--- config.mk ---
export PLATFORM = sky130hd
export DESIGN_NAME = aeq_search_ctrl
export DESIGN_NICKNAME = d
export VERILOG_FILES = /design/src/rtl/aeq_pkg.sv /design/src/rtl/aeq_thresh.sv /design/src/rtl/aeq_merge.sv /design/src/rtl/aeq_search_ctrl.sv
export SDC_FILE = /design/constraint.sdc
export NUM_CORES = 1
export LEC_CHECK = 0
export ABC_CLOCK_PERIOD_IN_PS = 9600
export BUFFER_PORTS_ARGS = -buffer_cell sky130_fd_sc_hd__buf_2
export CELL_PAD_IN_SITES_DETAIL_PLACEMENT = 1
export CELL_PAD_IN_SITES_GLOBAL_PLACEMENT = 1
export CORE_MARGIN = 3
export CORE_UTILIZATION = 49
export CTS_CLUSTER_SIZE = 25
export DETAILED_ROUTE_END_ITERATION = 7
export PLACE_DENSITY_LB_ADDON = 0.15
export SLEW_MARGIN = 20
export SYNTH_ARGS = -nofsm -noshare
export SYNTH_HDL_FRONTEND = slang
export SYNTH_SLANG_ARGS = --single-unit
--- constraint.sdc ---
create_clock -name clk_i -period 9.6 [get_ports clk_i]
set_input_delay 1.92 -clock clk_i [delete_from_list [all_inputs] [get_ports clk_i]]
set_output_delay 1.92 -clock clk_i [all_outputs]
set_load 0.01 [all_outputs]
--- src/rtl/aeq_pkg.sv ---
package aeq_pkg;
  typedef enum logic [1:0] {
    ST_IDLE,
    ST_MID,
    ST_VOD,
    ST_EQ
  } state_e;

  typedef enum logic [1:0] {
    MODE_FAST   = 2'd0,
    MODE_EVERY  = 2'd1,
    MODE_SEARCH = 2'd2,
    MODE_FIRST  = 2'd3
  } mode_e;
endpackage

--- src/rtl/aeq_thresh.sv ---
module aeq_thresh #(
  parameter int unsigned CW    = 16,
  parameter int unsigned VFW   = 4,
  parameter int unsigned EFW   = 3,
  parameter int unsigned SHIFT = 7
) (
  input  logic [CW-1:0]  ref_i,
  input  logic [VFW-1:0] vfrac_i,
  input  logic [EFW-1:0] efrac_i,
  output logic [CW-1:0]  vthr_o,
  output logic [CW-1:0]  ethr_o
);
  localparam int unsigned PW = CW + SHIFT + 1;
  localparam logic [SHIFT:0] FULL = {1'b1, {SHIFT{1'b0}}};

  logic [SHIFT:0] keep;
  logic [PW-1:0]  ref_x, vprod, eprod;

  assign keep   = FULL - {{(SHIFT + 1 - EFW){1'b0}}, efrac_i};
  assign ref_x  = {{(PW - CW){1'b0}}, ref_i};
  assign vprod  = ref_x * {{(PW - VFW){1'b0}}, vfrac_i};
  assign eprod  = ref_x * {{(PW - SHIFT - 1){1'b0}}, keep};
  // truncating scale by 1/2^SHIFT
  assign vthr_o = CW'(vprod >> SHIFT);
  assign ethr_o = CW'(eprod >> SHIFT);
endmodule

--- src/rtl/aeq_merge.sv ---
module aeq_merge #(
  parameter int unsigned EQW = 4
) (
  input  logic [EQW-1:0] pos_i,
  input  logic [EQW-1:0] neg_i,
  input  logic           min_sel_i,
  output logic [EQW-1:0] eq_o
);
  logic pos_gt;
  assign pos_gt = pos_i > neg_i;
  assign eq_o   = (pos_gt ^ min_sel_i) ? pos_i : neg_i;
endmodule

--- src/rtl/aeq_search_ctrl.sv ---
module aeq_search_ctrl
  import aeq_pkg::*;
#(
  parameter int unsigned EQW  = 4,
  parameter int unsigned VODW = 3,
  parameter int unsigned CW   = 16,
  parameter int unsigned VFW  = 4,
  parameter int unsigned EFW  = 3
) (
  input  logic            clk_i,
  input  logic            rst_ni,
  input  logic            start_i,
  input  logic [1:0]      mode_i,
  input  logic [EQW-1:0]  mid_eq_i,
  input  logic [EQW-1:0]  upper_eq_i,
  input  logic [VFW-1:0]  vod_frac_i,
  input  logic [EFW-1:0]  eq_frac_i,
  input  logic            merge_min_i,
  output logic            meas_req_o,
  output logic [EQW-1:0]  meas_eq_o,
  output logic [VODW-1:0] meas_vod_o,
  output logic            meas_neg_o,
  input  logic            meas_ack_i,
  input  logic [CW-1:0]   meas_cnt_i,
  output logic [EQW-1:0]  result_o,
  output logic            done_o
);
  localparam logic [VODW-1:0] VOD_MAX = {VODW{1'b1}};

  state_e          state_q;
  mode_e           mode_q;
  logic [EQW-1:0]  mid_q, upper_q, eq_q, eq_pos_q, result_q;
  logic [VFW-1:0]  vfrac_q;
  logic [EFW-1:0]  efrac_q;
  logic            mmin_q, neg_q, first_q, done_q;
  logic [VODW-1:0] vod_q;
  logic [CW-1:0]   ref_q;

  logic [CW-1:0]   vthr, ethr;
  logic [EQW-1:0]  merged;
  logic            vod_pass, eq_pass, eq_stop;

  aeq_thresh #(.CW(CW), .VFW(VFW), .EFW(EFW), .SHIFT(7)) i_thresh (
    .ref_i   (ref_q),
    .vfrac_i (vfrac_q),
    .efrac_i (efrac_q),
    .vthr_o  (vthr),
    .ethr_o  (ethr)
  );

  aeq_merge #(.EQW(EQW)) i_merge (
    .pos_i     (eq_pos_q),
    .neg_i     (eq_q),
    .min_sel_i (mmin_q),
    .eq_o      (merged)
  );

  assign vod_pass = (meas_cnt_i >= vthr) || (vod_q == '0);
  // mode 1 has no reference before its first iteration
  assign eq_pass  = (meas_cnt_i >= ethr) && !((mode_q == MODE_EVERY) && first_q);
  assign eq_stop  = eq_pass || (eq_q == upper_q);

  always_ff @(posedge clk_i or negedge rst_ni) begin
    if (!rst_ni) begin
      state_q  <= ST_IDLE;
      mode_q   <= MODE_FAST;
      mid_q    <= '0;
      upper_q  <= '0;
      vfrac_q  <= '0;
      efrac_q  <= '0;
      mmin_q   <= 1'b0;
      eq_q     <= '0;
      vod_q    <= '0;
      neg_q    <= 1'b0;
      first_q  <= 1'b0;
      ref_q    <= '0;
      eq_pos_q <= '0;
      result_q <= '0;
      done_q   <= 1'b0;
    end else begin
      done_q <= 1'b0;
      unique case (state_q)
        ST_IDLE: begin
          if (start_i) begin
            mode_q  <= mode_e'(mode_i);
            mid_q   <= mid_eq_i;
            upper_q <= upper_eq_i;
            vfrac_q <= vod_frac_i;
            efrac_q <= eq_frac_i;
            mmin_q  <= merge_min_i;
            neg_q   <= 1'b0;
            first_q <= 1'b1;
            vod_q   <= '0;
            unique case (mode_e'(mode_i))
              MODE_FAST: begin
                result_q <= mid_eq_i;
                done_q   <= 1'b1;
              end
              MODE_EVERY: begin
                eq_q    <= '0;
                state_q <= ST_EQ;
              end
              default: begin
                eq_q    <= mid_eq_i;
                state_q <= ST_MID;
              end
            endcase
          end
        end
        ST_MID: begin
          if (meas_ack_i) begin
            ref_q <= meas_cnt_i;
            if (mode_q == MODE_SEARCH) begin
              vod_q   <= VOD_MAX;
              state_q <= ST_VOD;
            end else begin
              eq_q    <= '0;
              state_q <= ST_EQ;
            end
          end
        end
        ST_VOD: begin
          if (meas_ack_i) begin
            if (vod_pass) begin
              eq_q    <= '0;
              state_q <= ST_EQ;
            end else begin
              vod_q <= vod_q - 1'b1;
            end
          end
        end
        ST_EQ: begin
          if (meas_ack_i) begin
            if (mode_q == MODE_EVERY) begin
              ref_q   <= meas_cnt_i;
              first_q <= 1'b0;
            end
            if (eq_stop) begin
              if ((mode_q == MODE_SEARCH) && !neg_q) begin
                eq_pos_q <= eq_q;
                neg_q    <= 1'b1;
                eq_q     <= mid_q;
                vod_q    <= VOD_MAX;
                state_q  <= ST_VOD;
              end else begin
                result_q <= (mode_q == MODE_SEARCH) ? merged : eq_q;
                done_q   <= 1'b1;
                state_q  <= ST_IDLE;
              end
            end else begin
              eq_q <= eq_q + 1'b1;
            end
          end
        end
        default: state_q <= ST_IDLE;
      endcase
    end
  end

  assign meas_req_o = (state_q != ST_IDLE);
  assign meas_eq_o  = eq_q;
  assign meas_vod_o = vod_q;
  assign meas_neg_o = neg_q;
  assign result_o   = result_q;
  assign done_o     = done_q;
endmodule

==> key figures, run 1 <==
Final layout
  • Diode insertion count for antenna repair: 0
  • Most common cell after layout, fill and taps aside: inv_1
  • Synth-to-Final Area Change: 6.37%
  • Number of inserted filler cells in the final layout: 2,080
  • Post-route cell area: 9320 sq um
  • Most frequent cells in the layout: inv_1 (156), fa_1 (107), ha_1 (106)
  • Fin nets: 1,231
  • Layout cells sized above 1: 0.119

Critical path
  • Slowest Stage Delay on Critical Path: 0.75 ns
  • Worst-path fanout max: 18
  • Crit path capture type: flip-flop
  • Crit path buffers/inverters: 5
  • Category of cells accounting for the largest share of critical-path delay: adder cells
  • Arrival time reported for the critical path endpoint: between 8 and 9 ns
  • Slowest cell on the critical path: dfrtp_1
  • Crit path launch type: flip-flop
  • Data required time at the worst endpoint: 9.82 ns
  • Crit Path Category: flip-flop to flip-flop

CTS
  • Hold-fix buffer count after cts: 0
  • Clk buf depth: 2
  • Number of clock sinks seen by CTS: 54
  • Master cell of the clock root buffer: clkbuf_16
  • Clock tree from TritonCTS: yes
  • Number of buffers added for setup after CTS: 0
  • Later-pin clock latency in the skew report: 0.30 ns
  • # H-tree levels: 2
  • Cts repair resizes: 0
  • Clock-pin slew on the worst setup and hold paths: 0.07 ns
  • Total clock buffers created by CTS: 5

Synthesis
  • Primary FF master, synth: dfrtp_1
  • Fraction of synthesis flops using an asynchronous set or reset pin: 1.00
  • Post-synthesis average cell area: about 9 sq um
  • Synthesized net count: roughly 1,200
  • Yosys Warn Count: 0
  • Dominant cell type by area after synthesis: fa_1
  • Count of different cell masters after synthesis: 63
  • Main area contributors after synthesis: fa_1 (24%), dfrtp_1 (15%), ha_1 (15%)
  • Post-synthesis sequential element count: 54
  • Share of the synthesized area in the top cell type: 0.245
  • Post-synth EDFFs: 0
  • Mapped Area: 8760 sq um
  • Post-synthesis sequential area ratio: 0.154
  • Number of cells produced by synthesis: between 900 and 1,000

Drt
  • Initial DRT Pass Iterations: 4
  • Violation count after the first detailed-routing iteration: 278
  • Vias per Instance: around 5.6
  • Number of nets with antenna violations after detailed routing: 0
  • Routed via count: 6,715
  • Detailed Route WL: 21.6 mm
  • Wire length per cell after detailed routing: 17.9 um
  • Number of DRC violations after detailed routing: 0

Timing
  • Worst max-slew margin expressed relative to the limit: 0.260
  • Final hold viol count: 0
  • Endpoints failing setup: 0
  • Achievable clock frequency: 0.117 GHz
  • Slew of the pin with the lowest slew margin: 1.11 ns
  • Summed negative setup slack over all endpoints: 0 ns
  • Worst clock skew: 0.00584 ns
  • Post-layout min period: 8.54 ns
  • Count of final max-slew check failures: 0
  • Post-route fraction of the period consumed by the critical path: 0.889
  • RSZ-0062 raised after global routing: false

Global route
  • Pin count of the biggest net entering global routing: 55
  • Vias in the first global route: between 7,000 and 8,000
  • GRT Total Usage: 0.233
  • Total congestion overflow after global routing: 0
  • Initial antenna violation count: 0
  • First-pass GRT wire length: between 30 and 40 mm

Floorplanning
  • Number of placement rows: 48
  • Starting utilization of the core area: 0.503
  • Area of the core region: about 17,000 sq um
  • Top Ports: 52
  • Area of the die: 19,500 sq um
  • Die Span Y: between 100 and 150 um
  • X dimension of the die: ~140 um

Placement
  • I/O Buffers: 51
  • DPL Wire Length: 17.8 mm
  • Global placer's final weighted congestion: 0.820
  • Cell area after placement: a little over 9000 sq um

Run status
  • Status: finished, final reports clean

Min path
  • Class of the worst hold path: flip-flop to flip-flop

Run
  • Maximum capacitance violations: 0
## worst paths after layout
path / startpoint / to / slack, ns / depth (start not counted)
setup / recovery: efrac_q[0] / meas_eq_o[1] / 1.06 / 28
hold / removal: result_o[2] / result_o[2] / 0.50 / 1
setup reg to reg: efrac_q[0] / meas_eq_o[1] / 1.06 / 28
hold reg to reg: result_o[2] / result_o[2] / 0.50 / 1
max in group asynchronous: rst_ni / state_q[1] / 7.33 / 2
min in group asynchronous: rst_ni / upper_q[3] / 1.77 / 2
## kinds of logic (layout without fill, tap and decap cells)
kind of cell | count (synthesis) | after routing | synth area share
simple gates | 285 | 285 | 0.165
fa+ha+maj | 213 | 213 | 0.396
buf+inv | 195 | 217 | 0.0840
compound gates | 123 | 123 | 0.0987
flops | 54 | 54 | 0.154
mux | 52 | 52 | 0.0657
xor+xnor | 36 | 36 | 0.0360
## Yosys cell counts (all sizes together) (3+ instances only)
master	n
a21o	16
a31oi	4
dfrtp	54
nor2b	26
mux2	44
xor2	14
and2	56
nand3	11
a21boi	3
fa	107
clkbuf	37
a2111oi	3
xnor2	22
nand2b	17
a21oi	36
or3	4
o31ai	3
inv	156
o21ai	21
nor2	25
nand2	105
nor4	3
ha	106
mux2i	8
o211ai	3
nand4	16
o21a	5
a211oi	3
nor3	14
## state kept, by name (all words and copies together) (netlist names)
name and flops:
eq_pos_q 4, upper_q 4, mid_q 4, meas_vod_o 3, vfrac_q 4, ref_q 16, mmin_q 1, meas_neg_o 1
first_q 1, meas_eq_o 4, result_o 4, done_o 1, state_q 2, efrac_q 3, mode_q 2
## final cells by class
class / count / area, sq um / share of cell area
Clock buffer: 5 / 125 / 0.0134
Timing Repair Buffer: 54 / 278 / 0.0298
Multi-Input combinational cell: 709 / 6680 / 0.717
Tap cell: 225 / 282 / 0.0302
Sequential cell: 54 / 1350 / 0.145
Clock inverter: 2 / 15.0 / 0.00161
Inverter: 156 / 586 / 0.0629
## worst register-to-register path, delay by kind of cell (launching register included)
kind | cells | cell delay [ns]
XOR/XNOR | 1 | 0.16
AND/OR/NAND/NOR | 1 | 0.30
adder cells (fa/ha/maj) | 8 | 3.37
buffers and inverters | 5 | 0.58
AO/OA/AOI/OAI | 12 | 3.02
multiplexers | 1 | 0.26
flip-flops | 1 | 0.75
## metrics by stage
stage | instances | setup WS, ns | util | hold WS [ns]
finish | 1205 | 1.06 | 0.535 | 0.504
global route | 1205 | 0.480 | 0.535 | 0.522
CTS | 1205 | 1.09 | 0.535 | 0.510
detailed placement | 1198 | 1.13 | 0.527 | 0.493
global placement | 1198 | 1.44 | 0.527 | 0.486
floorplan | 958 | 2.21 | - | 0.478
## per-layer routing
layer	wire length, um	vias to the layer above	GRT usage	share of wire
met1	9770	3419	0.306	0.45
met2	10500	97	0.403	0.49
li1	-	3158	-	-
met4	689	0	0.0719	0.032
met3	609	41	0.0271	0.028
met5	0	-	0	0
Power of run 1 is left out: the tool's default activity adds up to more than one toggle a clock period on the data nets, which glitch-free logic cannot reach.
==> inputs of run 2 (changes only) <==
Settings changed: PLACE_DENSITY from default to 0.79, PLACE_DENSITY_LB_ADDON 0.15 to default.
==> run 2 against run 1 <==
Routed wire length grew 1.4%. Sequential share of layout area is essentially flat. Sequential cell count is the same. Final cell count grew 0.17%. Largest cell class unchanged.
==> key figures, run 2 (synthesized netlist as in run 1, its figures left out) <==
CTS
  • Total clock buffers created by CTS: 5 (unchanged)
  • Clock-pin slew on the worst setup and hold paths: 0.08 ns (about the same)
  • Number of buffers added for setup after CTS: 0 (unchanged)
  • Number of clock sinks seen by CTS: 54 (unchanged)
  • # H-tree levels: 2 (unchanged)
  • Clk buf depth: 2 (unchanged)
  • Clock tree from TritonCTS: yes
  • Later-pin clock latency in the skew report: 0.31 ns (about the same)
  • Master cell of the clock root buffer: clkbuf_16
  • Cts repair resizes: 0 (unchanged)
  • Hold-fix buffer count after cts: 0 (unchanged)

Min path
  • Hold Crit Depth: 1 (unchanged)
  • Class of the worst hold path: flip-flop to flip-flop

Floorplanning
  • X dimension of the die: 140 um (unchanged)
  • Die Span Y: 140 um (unchanged)
  • Area of the core region: 17,400 sq um (unchanged)
  • Number of placement rows: 48 (unchanged)
  • Area of the die: 19,500 sq um (unchanged)
  • Top Ports: 52 (unchanged)
  • Starting utilization of the core area: 0.503 (unchanged)

Placement
  • DPL Wire Length: 17.9 mm (+0.76%)
  • I/O Buffers: 51 (unchanged)
  • Global placer's final weighted congestion: 0.814 (-0.68%)
  • Worst slack at placement: 1.19 ns (+0.0546 ns)

Critical path
  • Arrival time reported for the critical path endpoint: 8.69 ns (-0.07 ns)
  • Slowest cell on the critical path: dfrtp_1
  • Worst-path fanout max: 18 (unchanged)
  • Data required time at the worst endpoint: 9.79 ns (-0.03 ns)
  • Number of cells on the worst reg-to-reg path: 28 (unchanged)
  • Crit Path Category: flip-flop to flip-flop
  • Crit path capture type: flip-flop
  • Slowest Stage Delay on Critical Path: 0.73 ns (-0.02 ns)
  • Crit path launch type: flip-flop

Final layout
  • Synth-to-Final Area Change: 6.71%
  • Most frequent cells in the layout: inv_1 (156), fa_1 (107), ha_1 (106)
  • Fin nets: 1,232 (+0.081%)
  • Layout cells sized above 1: 0.119 (-0.000243)
  • Flip-flop count of the largest register, all copies and words added: 16 (unchanged)
  • Final cell utilization of the core: 0.537 (+0.00172)
  • Register name with the most flops: ref_q
  • Most common cell after layout, fill and taps aside: inv_1
  • Diode insertion count for antenna repair: 0 (unchanged)
  • Number of inserted filler cells in the final layout: 2,053 (-1.3%)

Drt
  • Routed via count: 6,730 (+0.22%)
  • Violation count after the first detailed-routing iteration: 266 (-4.3%)
  • Wire length per cell after detailed routing: 18.1 um (+1.2%)
  • Detailed Route WL: 21.9 mm (+1.4%)
  • Number of DRC violations after detailed routing: 0 (unchanged)
  • Initial DRT Pass Iterations: 4 (unchanged)
  • Vias per Instance: 5.58 (about the same)
  • Number of nets with antenna violations after detailed routing: 0 (unchanged)

Global route
  • First-pass GRT wire length: 38.0 mm (+1.6%)
  • Pin count of the biggest net entering global routing: 55 (unchanged)
  • Initial antenna violation count: 0 (unchanged)
  • GRT Total Usage: 0.238 (+0.00509)
  • Total congestion overflow after global routing: 0 (unchanged)
  • Vias in the first global route: 7,445 (-2.8%)

Timing
  • Summed negative setup slack over all endpoints: 0 ns (unchanged)
  • Achievable clock frequency: 0.118 GHz (+0.50%)
  • Worst max-slew margin expressed relative to the limit: 0.368 (+0.108)
  • Final hold viol count: 0 (unchanged)
  • Worst clock skew: 0.00627 ns (+0.000433 ns)
  • Final worst setup slack: 1.11 ns (+0.0429 ns)
  • RSZ-0062 raised after global routing: false
  • Endpoints failing setup: 0 (unchanged)
  • Post-route fraction of the period consumed by the critical path: 0.885 (-0.00446)
  • Slew of the pin with the lowest slew margin: 0.945 ns (-0.164 ns)
  • Count of final max-slew check failures: 0 (unchanged)
  • Post-layout min period: 8.49 ns (-0.0429 ns)

Run status
  • Status: finished, final reports clean

Run
  • Maximum capacitance violations: 0 (unchanged)
[run 2: cell count changes in the layout (fill, tap and decap cells not counted), sizes merged]
cell and change:
buf +1, clkbuf +1, clkinvlp -1, bufinv +1
[run 2: metal layers]
metal / global-route usage / share of wire / vias up / wire length (um)
met5: 0 / 0 / - / 0
met4: 0.0530 / 0.016 / 0 / 361
met3: 0.0223 / 0.025 / 26 / 550
met2: 0.409 / 0.50 / 97 / 11000
met1: 0.328 / 0.46 / 3449 / 10000
li1: - / - / 3158 / -
[run 2: cell type report]
class | count | area, sq um | share of cell area
timing repair buffer | 55 | 285 | 0.0305
tap | 225 | 282 | 0.0301
multi-input combinational | 709 | 6680 | 0.714
clock buffer | 6 | 129 | 0.0138
clock inverter | 2 | 37.5 | 0.00402
inverter | 156 | 586 | 0.0627
sequential | 54 | 1350 | 0.145
[run 2: worst max-delay path, delay by kind of cell, from the launching register on]
family | cells | cell delay, ns
xor+xnor | 1 | 0.16
flops | 1 | 0.73
buf+inv | 5 | 0.60
fa+ha+maj | 8 | 3.35
mux | 1 | 0.35
simple gates | 3 | 0.68
compound gates | 10 | 2.51
[run 2: path summary, 6_finish.rpt]
path,endpoint,from,slack (ns)
hold reg to reg,result_o[3],result_o[3],0.51
hold / removal,result_o[3],result_o[3],0.51
setup reg to reg,meas_vod_o[1],efrac_q[0],1.11
min in group asynchronous,efrac_q[1],rst_ni,1.76
setup / recovery,meas_vod_o[1],efrac_q[0],1.11
max in group asynchronous,ref_q[12],rst_ni,7.34
[run 2: metrics by stage]
| step | hold slack [ns] | cell area (sq um) | cells |
|---|---|---|---|
| floorplan | 0.478 | 8760 | 958 |
| detailed placement | 0.495 | 9180 | 1199 |
| finish | 0.509 | 9350 | 1207 |
| global placement | 0.487 | 9180 | 1199 |
| global route | 0.533 | 9350 | 1207 |
| CTS | 0.513 | 9350 | 1207 |
Power of run 2 is left out for the same reason.
